`src/rtl/mac_slice_pkg.sv`:
```
package mac_slice_pkg;
  localparam int P_W   = 48;
  localparam int SEG_W = 12;
  localparam int N_SEG = P_W / SEG_W;

  typedef enum logic [1:0] {SIMD_ONE = 2'd0, SIMD_TWO = 2'd1, SIMD_FOUR = 2'd2, SIMD_RSV = 2'd3} simd_e;
  typedef enum logic [1:0] {OP_ADD = 2'd0, OP_SUB = 2'd1, OP_LOGIC = 2'd2, OP_RSV = 2'd3} aluop_e;
  typedef enum logic [1:0] {Z_ZERO = 2'd0, Z_ACC = 2'd1, Z_C = 2'd2, Z_RSV = 2'd3} zsel_e;

  typedef struct packed {
    zsel_e      zsel;
    aluop_e     op;
    simd_e      simd;
    logic [3:0] fn;
  } alu_ctrl_t;

  typedef struct packed {
    logic      pre_en;
    logic      mul_bypass;
    alu_ctrl_t alu;
  } ctrl_t;

  typedef struct packed {
    logic [N_SEG-1:0] co;
    logic [P_W-1:0]   sum;
  } addres_t;

  // A segment opens a new lane (fresh carry-in)
  function automatic logic seg_opens_lane(simd_e m, int s);
    case (m)
      SIMD_TWO:  return (s % 2) == 0;
      SIMD_FOUR: return 1'b1;
      default:   return s == 0;
    endcase
  endfunction

  // Segmented adder: Z + X or Z - X per lane, carries mapped to lanes
  function automatic addres_t lane_addsub(logic [P_W-1:0] z, logic [P_W-1:0] x,
                                          logic sub, simd_e m);
    addres_t          r;
    logic             c;
    logic [SEG_W:0]   t;
    logic [N_SEG-1:0] seg_co;
    r = '0;
    c = 1'b0;
    seg_co = '0;
    for (int s = 0; s < N_SEG; s++) begin
      if (seg_opens_lane(m, s)) c = sub;
      t = {1'b0, z[s*SEG_W +: SEG_W]} + {1'b0, x[s*SEG_W +: SEG_W] ^ {SEG_W{sub}}}
          + {{SEG_W{1'b0}}, c};
      r.sum[s*SEG_W +: SEG_W] = t[SEG_W-1:0];
      c = t[SEG_W];
      seg_co[s] = c;
    end
    case (m)
      SIMD_TWO:  r.co = {2'b00, seg_co[3], seg_co[1]};
      SIMD_FOUR: r.co = seg_co;
      default:   r.co = {3'b000, seg_co[3]};
    endcase
    return r;
  endfunction

  function automatic logic [P_W-1:0] logic_unit(logic [P_W-1:0] a, logic [P_W-1:0] b,
                                                logic [3:0] fn);
    case (fn)
      4'd0:    return a & b;
      4'd1:    return a | b;
      4'd2:    return a ^ b;
      4'd3:    return ~(a ^ b);
      4'd4:    return ~(a & b);
      4'd5:    return ~(a | b);
      4'd6:    return a & ~b;
      4'd7:    return ~a & b;
      4'd8:    return a | ~b;
      4'd9:    return ~a | b;
      default: return '0;
    endcase
  endfunction
endpackage

```
`src/rtl/mac_stage_reg.sv`:
```
module mac_stage_reg #(
  parameter int W  = 8,
  parameter bit EN = 1'b1
) (
  input  logic         clk,
  input  logic         rst_n,
  input  logic         ce,
  input  logic [W-1:0] d,
  output logic [W-1:0] q
);
  generate
    if (EN) begin : g_reg
      logic [W-1:0] r;
      always_ff @(posedge clk or negedge rst_n) begin
        if (!rst_n)  r <= '0;
        else if (ce) r <= d;
      end
      assign q = r;
    end else begin : g_thru
      assign q = d;
    end
  endgenerate
endmodule

```
`src/rtl/mac_mult.sv`:
```
module mac_mult #(
  parameter int A_W = 25,
  parameter int B_W = 18,
  parameter int P_W = 48
) (
  input  logic signed [A_W-1:0] a,
  input  logic signed [A_W-1:0] d,
  input  logic signed [B_W-1:0] b,
  input  logic                  pre_en,
  output logic        [P_W-1:0] prod
);
  localparam int M_W = A_W + B_W;
  logic signed [A_W-1:0] pre_sum;
  logic signed [M_W-1:0] m;
  always_comb begin
    pre_sum = pre_en ? a + d : a;            // wraps to A_W bits
    m       = M_W'(pre_sum) * M_W'(b);
    prod    = {{(P_W-M_W){m[M_W-1]}}, m};
  end
endmodule

```
`src/rtl/mac_alu.sv`:
```
module mac_alu
  import mac_slice_pkg::*;
(
  input  logic [P_W-1:0]   x,
  input  logic [P_W-1:0]   z,
  input  aluop_e           op,
  input  simd_e            simd,
  input  logic [3:0]       fn,
  output logic [P_W-1:0]   res,
  output logic [N_SEG-1:0] co
);
  addres_t ar;
  always_comb begin
    ar = lane_addsub(z, x, op == OP_SUB, simd);
    if (op == OP_LOGIC) begin
      res = logic_unit(x, z, fn);
      co  = '0;
    end else begin
      res = ar.sum;
      co  = ar.co;
    end
  end
endmodule

```
`src/rtl/mac_patdet.sv`:
```
module mac_patdet #(
  parameter int           W       = 48,
  parameter logic [W-1:0] PATTERN = '0,
  parameter logic [W-1:0] MASK    = '1
) (
  input  logic [W-1:0] val,
  output logic         hit,
  output logic         hit_inv
);
  localparam logic [W-1:0] PAT_N = ~PATTERN;
  assign hit     = ((val ^ PATTERN) & MASK) == '0;
  assign hit_inv = ((val ^ PAT_N) & MASK) == '0;
endmodule

```
`src/rtl/mac_slice.sv`:
```
module mac_slice
  import mac_slice_pkg::*;
#(
  parameter int         A_W     = 25,
  parameter int         B_W     = 18,
  parameter bit         IN_REG  = 1'b1,
  parameter bit         MUL_REG = 1'b1,
  parameter logic [47:0] PATTERN = 48'h0,
  parameter logic [47:0] MASK    = 48'hFFFF_FFFF_FFFF
) (
  input  logic                clk,
  input  logic                rst_n,
  input  logic                ce,
  input  logic signed [24:0]  a_in,
  input  logic signed [24:0]  d_in,
  input  logic signed [17:0]  b_in,
  input  logic [47:0]         ab_in,
  input  logic [47:0]         c_in,
  input  logic                pre_en,
  input  logic                mul_bypass,
  input  logic [1:0]          z_sel,
  input  logic [1:0]          alu_op,
  input  logic [1:0]          simd_mode,
  input  logic [3:0]          logic_fn,
  output logic [47:0]         p_out,
  output logic [3:0]          carry_out,
  output logic                pat_hit,
  output logic                pat_hit_inv
);
  localparam int CT_W = $bits(ctrl_t);
  localparam int AC_W = $bits(alu_ctrl_t);
  localparam int S1_W = 2*A_W + B_W + 2*P_W + CT_W;
  localparam int S2_W = 2*P_W + AC_W;

  // stage 1: operands and opcodes
  ctrl_t ctrl_in, ctrl1;
  always_comb begin
    ctrl_in.pre_en     = pre_en;
    ctrl_in.mul_bypass = mul_bypass;
    ctrl_in.alu.zsel   = zsel_e'(z_sel);
    ctrl_in.alu.op     = aluop_e'(alu_op);
    ctrl_in.alu.simd   = simd_e'(simd_mode);
    ctrl_in.alu.fn     = logic_fn;
  end

  logic [S1_W-1:0] s1_q;
  logic signed [A_W-1:0] a1, d1;
  logic signed [B_W-1:0] b1;
  logic [P_W-1:0] ab1, c1;

  mac_stage_reg #(.W(S1_W), .EN(IN_REG)) u_in_stage (
    .clk(clk), .rst_n(rst_n), .ce(ce),
    .d({a_in, d_in, b_in, ab_in, c_in, ctrl_in}), .q(s1_q));
  assign {a1, d1, b1, ab1, c1, ctrl1} = s1_q;

  // multiplier and X operand choice
  logic [P_W-1:0] prod1, x1;
  mac_mult #(.A_W(A_W), .B_W(B_W), .P_W(P_W)) u_mult (
    .a(a1), .d(d1), .b(b1), .pre_en(ctrl1.pre_en), .prod(prod1));
  assign x1 = ctrl1.mul_bypass ? ab1 : prod1;

  // stage 2: X, C and ALU opcodes
  logic [S2_W-1:0] s2_q;
  logic [P_W-1:0]  x2, c2;
  alu_ctrl_t       actl2;
  mac_stage_reg #(.W(S2_W), .EN(MUL_REG)) u_mul_stage (
    .clk(clk), .rst_n(rst_n), .ce(ce), .d({x1, c1, ctrl1.alu}), .q(s2_q));
  assign {x2, c2, actl2} = s2_q;

  // Z operand, fed back from the result register
  logic [P_W-1:0] p_q;
  logic [P_W-1:0] z2;
  always_comb begin
    case (actl2.zsel)
      Z_ACC:   z2 = p_q;
      Z_C:     z2 = c2;
      default: z2 = '0;
    endcase
  end

  logic [P_W-1:0]   alu_res;
  logic [N_SEG-1:0] alu_co;
  mac_alu u_alu (
    .x(x2), .z(z2), .op(actl2.op), .simd(actl2.simd), .fn(actl2.fn),
    .res(alu_res), .co(alu_co));

  logic det_hit, det_hit_inv;
  mac_patdet #(.W(P_W), .PATTERN(PATTERN), .MASK(MASK)) u_patdet (
    .val(alu_res), .hit(det_hit), .hit_inv(det_hit_inv));

  // output / accumulator register
  logic [N_SEG-1:0] co_q;
  logic             hit_q, hit_inv_q;
  always_ff @(posedge clk or negedge rst_n) begin
    if (!rst_n) begin
      p_q       <= '0;
      co_q      <= '0;
      hit_q     <= 1'b0;
      hit_inv_q <= 1'b0;
    end else if (ce) begin
      p_q       <= alu_res;
      co_q      <= alu_co;
      hit_q     <= det_hit;
      hit_inv_q <= det_hit_inv;
    end
  end

  assign p_out       = p_q;
  assign carry_out   = co_q;
  assign pat_hit     = hit_q;
  assign pat_hit_inv = hit_inv_q;
endmodule

```
`config.mk`:
```
export PLATFORM = sky130hd
export DESIGN_NAME = mac_slice
export DESIGN_NICKNAME = d
export VERILOG_FILES = /design/src/rtl/mac_slice_pkg.sv /design/src/rtl/mac_stage_reg.sv /design/src/rtl/mac_mult.sv /design/src/rtl/mac_alu.sv /design/src/rtl/mac_patdet.sv /design/src/rtl/mac_slice.sv
export SDC_FILE = /design/constraint.sdc
export NUM_CORES = 2
export LEC_CHECK = 0
export BUFFER_PORTS_ARGS = -buffer_cell sky130_fd_sc_hd__buf_2
export CORE_UTILIZATION = 53
export DETAILED_ROUTE_END_ITERATION = 12
export PLACE_DENSITY = 0.84
export RECOVER_POWER = 50
export SYNTH_ARGS = -nofsm -noshare
export SYNTH_HDL_FRONTEND = slang
export SYNTH_SLANG_ARGS = --single-unit
```
`constraint.sdc`:
```
create_clock -name clk -period 10.4 [get_ports clk]
set_input_delay 0.52 -clock clk [delete_from_list [all_inputs] [get_ports clk]]
set_output_delay 0.52 -clock clk [all_outputs]
set_load 0.03 [all_outputs]
```
* Yosys cells after proc, flatten, opt, wreduce, memory -nomap -nowiden
Index checks and enable logic that the tools add are counted.
** Storage, ports and cells
- Register bits :: 336
- Input port bits :: 179
- Output and inout bits :: 54
- Logic and storage cells :: 64
** Cells by class
- Equality and inequality tests :: 15
- Reductions and logical operators :: 4
- Bitwise operators :: 17
- Add/subtract/negate cells :: 9
- Multipliers :: 1
- Multiplexer cells :: 12
** Operators by type and width (count)
- case mux 48 bit (10 select lines) :: 1
- inverter 48 bit :: 6
- bitwise AND 48 bit :: 3
- OR 48 bit :: 3
- zero test 48 bit :: 2
- two-way mux 48 bit :: 2
- case mux 48 bit (2 select lines) :: 1
- adder 12 x 12 -> 13 bit :: 4
- adder 13 x 1 -> 13 bit :: 4
- XOR 12 bit :: 4
- XOR 48 bit :: 1
- multiplier 25 x 18 -> 43 bit :: 1
- adder 25 bit :: 1
- two-way mux 25 bit :: 1
- == test 4 x 3 -> 1 bit, second input constant :: 4
- == test 4 x 2 -> 1 bit, second input constant :: 2
- == test 4 bit, second input constant :: 2
- case mux 4 bit (2 select lines) :: 1
- == test 2 x 1 -> 1 bit, second input constant :: 3
- == test 2 bit, second input constant :: 3
- two-way mux 1 bit :: 5
- == test 4 x 1 -> 1 bit, second input constant :: 1
- zero test 4 bit :: 1
- two-way mux 4 bit :: 1
- OR reduction 2 bit :: 1

* Longest topological paths before layout
- Depth after elaboration :: 13
- Depth in mapped cells :: 48
- Depth with buffers taken out :: 47

* Modules after synthesis
A second synthesis with hierarchy kept.
** Unflattened totals
- Cells, all modules :: 4498
- Area, all modules :: 43389.1 um^2
** By module, submodules not included
- mac_mult :: sequential area each 0.0 um^2, instances 1, cells an instance 2273, area an instance 19109.6 um^2
- mac_alu :: sequential area each 0.0 um^2, instances 1, cells an instance 1315, area an instance 9517.9 um^2
- mac_stage_reg (u_in_stage) :: sequential area each 4404.2 um^2, instances 1, cells an instance 372, area an instance 7118.1 um^2
- mac_stage_reg (u_mul_stage) :: sequential area each 2652.5 um^2, instances 1, cells an instance 224, area an instance 4093.9 um^2
- mac_slice :: sequential area each 1351.3 um^2, instances 1, cells an instance 282, area an instance 3339.5 um^2
- mac_patdet :: sequential area each 0.0 um^2, instances 1, cells an instance 32, area an instance 210.2 um^2

* Worst setup path after synthesis
No wires, ideal clock.
- Path type :: reg-to-reg
- Start :: register u_mul_stage.g_reg.r[8] (netlist: u_mul_stage.q[8])
- End :: register hit_inv_q (netlist: pat_hit_inv)
- Arrival :: 9.706 ns
- Path buffers :: 2
- Clock period less this slack :: 9.809 ns
- Required time :: 10.296 ns
- Setup time :: 0.104 ns
- Stages on the path, launching flop included :: 49
- Slack :: 0.591 ns
- Cells stage by stage :: dfrtp_1 > inv_1 > ha_1 > clkbuf_1 > clkbuf_1 > a22oi_1 > or2_2 > inv_1 > ha_1 > or2_2 > a21oi_1 > a211oi_1 > o21a_1 > o21ai_0 > nand2b_1 > o21ai_0 > fa_1 > fa_1 > (+13 left out) > a21oi_1 > nand2b_1 > a21oi_1 > o21bai_1 > a21oi_1 > mux2i_1 > fa_1 > fa_1 > a21o_1 > a221oi_1 > a21oi_1 > a21oi_1 > mux2i_1 > a211o_1 > nand3_1 > or4_1 > or4_1 > o41ai_2
** On the way
- Cells in the longest elaborated chain, start to end :: 13
- Elaborated cells between the ends (all ways) :: 29
- Those cells by class :: add/sub (8); eq/ne (2); mux (6); bitwise (12); reduce/logical (1)
** Ends and longest elaborated chain
- from (decl) :: line mac_stage_reg.sv:13 : logic [W-1:0] r;
- from (signal assigned) :: line mac_stage_reg.sv:15 : if (!rst_n) r <= '0;
- from (signal assigned) :: line mac_stage_reg.sv:16 : else if (ce) r <= d;
- == test 2 bit or == test 2 x 1 -> 1 bit (tied branches) :: line mac_slice.sv:74 : case (actl2.zsel)
- case mux 48 bit (2 select lines) * :: line mac_slice.sv:74
- adder 12 x 12 -> 13 bit :: line mac_slice_pkg.sv:49 : t = {1'b0, z[s*SEG_W +: SEG_W]} + {1'b0, x[s*SEG_W +: SEG_W] ^ {SEG_W{sub}}}
- adder 13 x 1 -> 13 bit :: line mac_slice_pkg.sv:50 : + {{SEG_W{1'b0}}, c};
- two-way mux 1 bit :: line mac_slice_pkg.sv:48 : if (seg_opens_lane(m, s)) c = sub;
- adder 13 x 1 -> 13 bit :: line mac_slice_pkg.sv:50
- two-way mux 1 bit :: line mac_slice_pkg.sv:48
- adder 13 x 1 -> 13 bit :: line mac_slice_pkg.sv:50
- two-way mux 1 bit :: line mac_slice_pkg.sv:48
- adder 13 x 1 -> 13 bit :: line mac_slice_pkg.sv:50
- two-way mux 48 bit * :: line mac_alu.sv:15 : if (op == OP_LOGIC) begin
- inverter 48 bit (no source line) *
- zero test 48 bit * :: line mac_patdet.sv:12 : assign hit_inv = ((val ^ PAT_N) & MASK) == '0;
- to (signal assigned) :: line mac_slice.sv:104 : hit_inv_q <= det_hit_inv;
- to (decl) :: line mac_slice.sv:93 : logic hit_q, hit_inv_q;
Every way passes the cells marked *; elsewhere a longest branch is shown, timed or not.
A chain may end at the register's enable or synchronous reset.

* Final worst setup path
- Start :: register u_in_stage.g_reg.r[151] (netlist: u_in_stage.q[151])
- End :: register u_mul_stage.g_reg.r[103] (netlist: u_mul_stage.q[103])
** On the way
- Cells in the longest elaborated chain, start to end :: 4
** Ends and longest elaborated chain
- from (decl) :: line mac_stage_reg.sv:13
- from (signal assigned) :: line mac_stage_reg.sv:15
- from (signal assigned) :: line mac_stage_reg.sv:16
- adder 25 bit :: line mac_mult.sv:16 : pre_sum = pre_en ? a + d : a;
- two-way mux 25 bit * :: line mac_mult.sv:16
- multiplier 25 x 18 -> 43 bit * :: line mac_mult.sv:17 : m = M_W'(pre_sum) * M_W'(b);
- two-way mux 48 bit * :: line mac_slice.sv:60 : assign x1 = ctrl1.mul_bypass ? ab1 : prod1;
Marks and branches as above.

==> results.txt <==
DRT antenna net count: 0
Global-route wire length before repair: 195000 um
Slew @ Worst Pin: 4.71 ns
Clk pin slew, worst setup/hold paths: 0.06 ns
DRT Pass-1 Iters: 6
Port Buf Inserts: 232
Cells after DPL: 5454
MaxCap Viol Count: 4
H-tree depth: 2
Post-layout minimum cycle time: 9.79 ns
RSZ-0062 raised after global routing: false
Total gr overflow: 0
Post-DR wirelength/cell: 22.9 um
Max incr delay on CP: 0.84 ns
Syn-to-layout area delta: 8.65%
Syn. warnings: 0
Initial antenna violation count: 7
Final instance area: 0.0442 mm^2
Total CTS buffers: 38
Slew Limit Fails: 180
Final Worst Setup Slack: 0.611 ns
Post-synth cell types: 89
Period Utilization, post-route: 94.1%
Fill cells: 6398
Drt initial violations: 3535
Post-synth top flop: dfrtp_1
Seq cells post-synth: 336
Highest clock rate: 0.102 GHz
Die height: 279 um
Ant diodes: 0
Worst slew margin: -214%
Mean Syn Cell Area: 9.35 um^2
Layout net count: 5466
Die Area: 0.0778 mm^2
CTS tree: done
Max Buffers Root-to-Sink: 3
Place WS: 0.0880 ns
# DRC: 0
Worst path top cell family by delay: adder cells
Die Wd: 279 um
HP Class: input port to flop
# rows: 101
Net Count, Synth: 5348
DR vias: 33100
Crit start category: flop
Crit-path max FO: 24
Final TNS setup: 0 ns
Crit-path most repeated cell: fa_1
Placement Cell Area: 0.0429 mm^2
Vias in the first global route: 33500
Dpl hpwl: 99100 um
Mapped Area: 0.0407 mm^2
I/O pins: 233
Register area share after synthesis: 20.7%
Violated checks: max-capacitance violations, max-slew violations
CP endpoint kind: flop
CORE AREA: 0.0759 mm^2
Skew-Pair Late Insertion Delay: 0.59 ns
CP Class: flop to flop
Most frequent cells in the layout: 588 x inv_1, 458 x nand2_1, 445 x fa_1
Total Routing Usage GR: 32.7%
Post-Route WL: 127000 um
Status: finished with violations
Initial Util: 53.6%
Post-Layout Cell Count: 5525
Crit-path slowest cell: fa_1
Commonest non-fill, non-tap cell in the layout: inv_1
Worst Path Buf+Inv: 8
Synth Instances: 4349
Critical path data required time: 10.84 ns
# clock sinks: 336
Share of layout cells above drive strength 1: 15.8%
Largest net degree at the start of global routing: 187
Gpl congestion: 1.05
Clock root buffer master: clkbuf_16
# setup viols final: 0
Number of synthesized flops with an enable pin: 0
Skew final: 0.0360 ns
Vias per cell: 6.00
Worst EP arrival: 10.22 ns
Hold Violations, Final: 0
Post-synthesis async set-or-reset flop share: 100%
layer usage:
layer  global-route usage [%]  up-vias  share of wire [%]
met1                     40.6    16500                 38
li1                         -    14600                  -
met2                     54.5     1664                 47
met3                     6.57      360                9.5
met5                        0        -              0.043
met4                     15.5        8                5.5
synthesized netlist by cell type (9+ instances only):
master | count | area share [%]
a211o_1 | 10 | 0.22
a211oi_1 | 34 | 0.63
a21o_1 | 40 | 0.74
a21oi_1 | 205 | 2.5
a221oi_1 | 18 | 0.39
a22oi_1 | 81 | 1.5
a31oi_1 | 30 | 0.46
and2_1 | 121 | 1.9
and3_1 | 18 | 0.28
buf_1 | 34 | 0.31
buf_2 | 36 | 0.44
clkbuf_1 | 163 | 1.5
dfrtp_1 | 336 | 21
fa_1 | 449 | 22
ha_1 | 371 | 11
inv_1 | 589 | 5.4
mux2_2 | 259 | 7.2
mux2i_1 | 61 | 1.5
nand2_1 | 458 | 4.2
nand2b_1 | 40 | 0.62
nand3_1 | 40 | 0.49
nand3b_1 | 9 | 0.17
nand4_1 | 13 | 0.20
nor2_1 | 164 | 1.5
nor2b_1 | 56 | 0.86
nor3_1 | 44 | 0.54
o211ai_1 | 24 | 0.44
o21a_1 | 19 | 0.35
o21ai_0 | 147 | 1.8
o21bai_1 | 9 | 0.17
o221ai_1 | 11 | 0.24
o22ai_1 | 43 | 0.66
o31ai_1 | 11 | 0.20
or2_2 | 78 | 1.2
or3_1 | 14 | 0.22
xnor2_1 | 114 | 2.5
xor2_1 | 54 | 1.2
flip-flops by register name (all words and copies together) (netlist names):
name and count:
u_in_stage.q 176, carry_out 4, pat_hit 1, u_mul_stage.q 106, pat_hit_inv 1, p_out 48
timing repair:
| item | in CTS | in global routing |
|---|---|---|
| cloned | 0 | 0 |
| resized for setup | 2 | 25 |
| hold buffers | 1 | 0 |
| setup buffers | 0 | 2 |
| endpoints found under the hold margin | 64 | 0 |
| pin swaps | 0 | 9 |
| endpoints found under the setup margin | 1 | 6 |
logic make-up after synthesis:
group,count (synthesis),share of synthesized area [%]
AOI/OAI and AO/OA,769,12.3
xor gates and xnor gates,168,3.62
adders and majority gates,820,33.5
buffers and inverters,828,7.81
DFF,336,20.7
muxes,324,8.89
and+or+nand+nor,1104,13.2
path summary, 6_finish.rpt:
check	startpoint	end	slack [ns]	depth (start not counted)
min in group asynchronous	rst_n	u_mul_stage.q[34]	2.17	2
worst max register to register	u_in_stage.q[151]	u_mul_stage.q[103]	0.61	37
worst min register to register	u_in_stage.q[3]	u_mul_stage.q[3]	0.49	2
worst min-delay path	c_in[26]	u_in_stage.q[38]	0.16	2
max in group asynchronous	rst_n	u_in_stage.q[10]	4.84	4
worst max-delay path	u_in_stage.q[151]	u_mul_stage.q[103]	0.61	37
worst register-to-register path, delay by kind of cell (launching register included):
kind / cells / cell delay, ns
buf+inv: 8 / 0.93
simple gates: 6 / 1.32
mux: 1 / 0.19
xor+xnor: 2 / 0.30
fa+ha+maj: 9 / 4.46
compound gates: 11 / 2.10
flops: 1 / 0.38
per-stage QoR:
| stage | util, % | hold WS (ns) |
|---|---|---|
| final | 58.2 | 0.161 |
| after global placement | 56.4 | 0.476 |
| after detailed placement | 56.4 | 0.475 |
| after floorplan | - | 0.224 |
| after global routing | 58.2 | 0.167 |
| after CTS | 58.2 | 0.151 |
cell type report:
type | instances | area, um^2 | area share [%]
Clock inverter | 22 | 313 | 0.708
Multi-Input combinational cell | 3185 | 29200 | 66.1
Inverter | 589 | 2210 | 5.00
Tap cell | 1030 | 1290 | 2.92
Sequential cell | 336 | 8420 | 19.0
Timing Repair Buffer | 317 | 1760 | 3.98
Clock buffer | 46 | 991 | 2.24
Power is left out: the tool's default activity adds up to more than one toggle a clock period on the data nets, which glitch-free logic cannot reach.
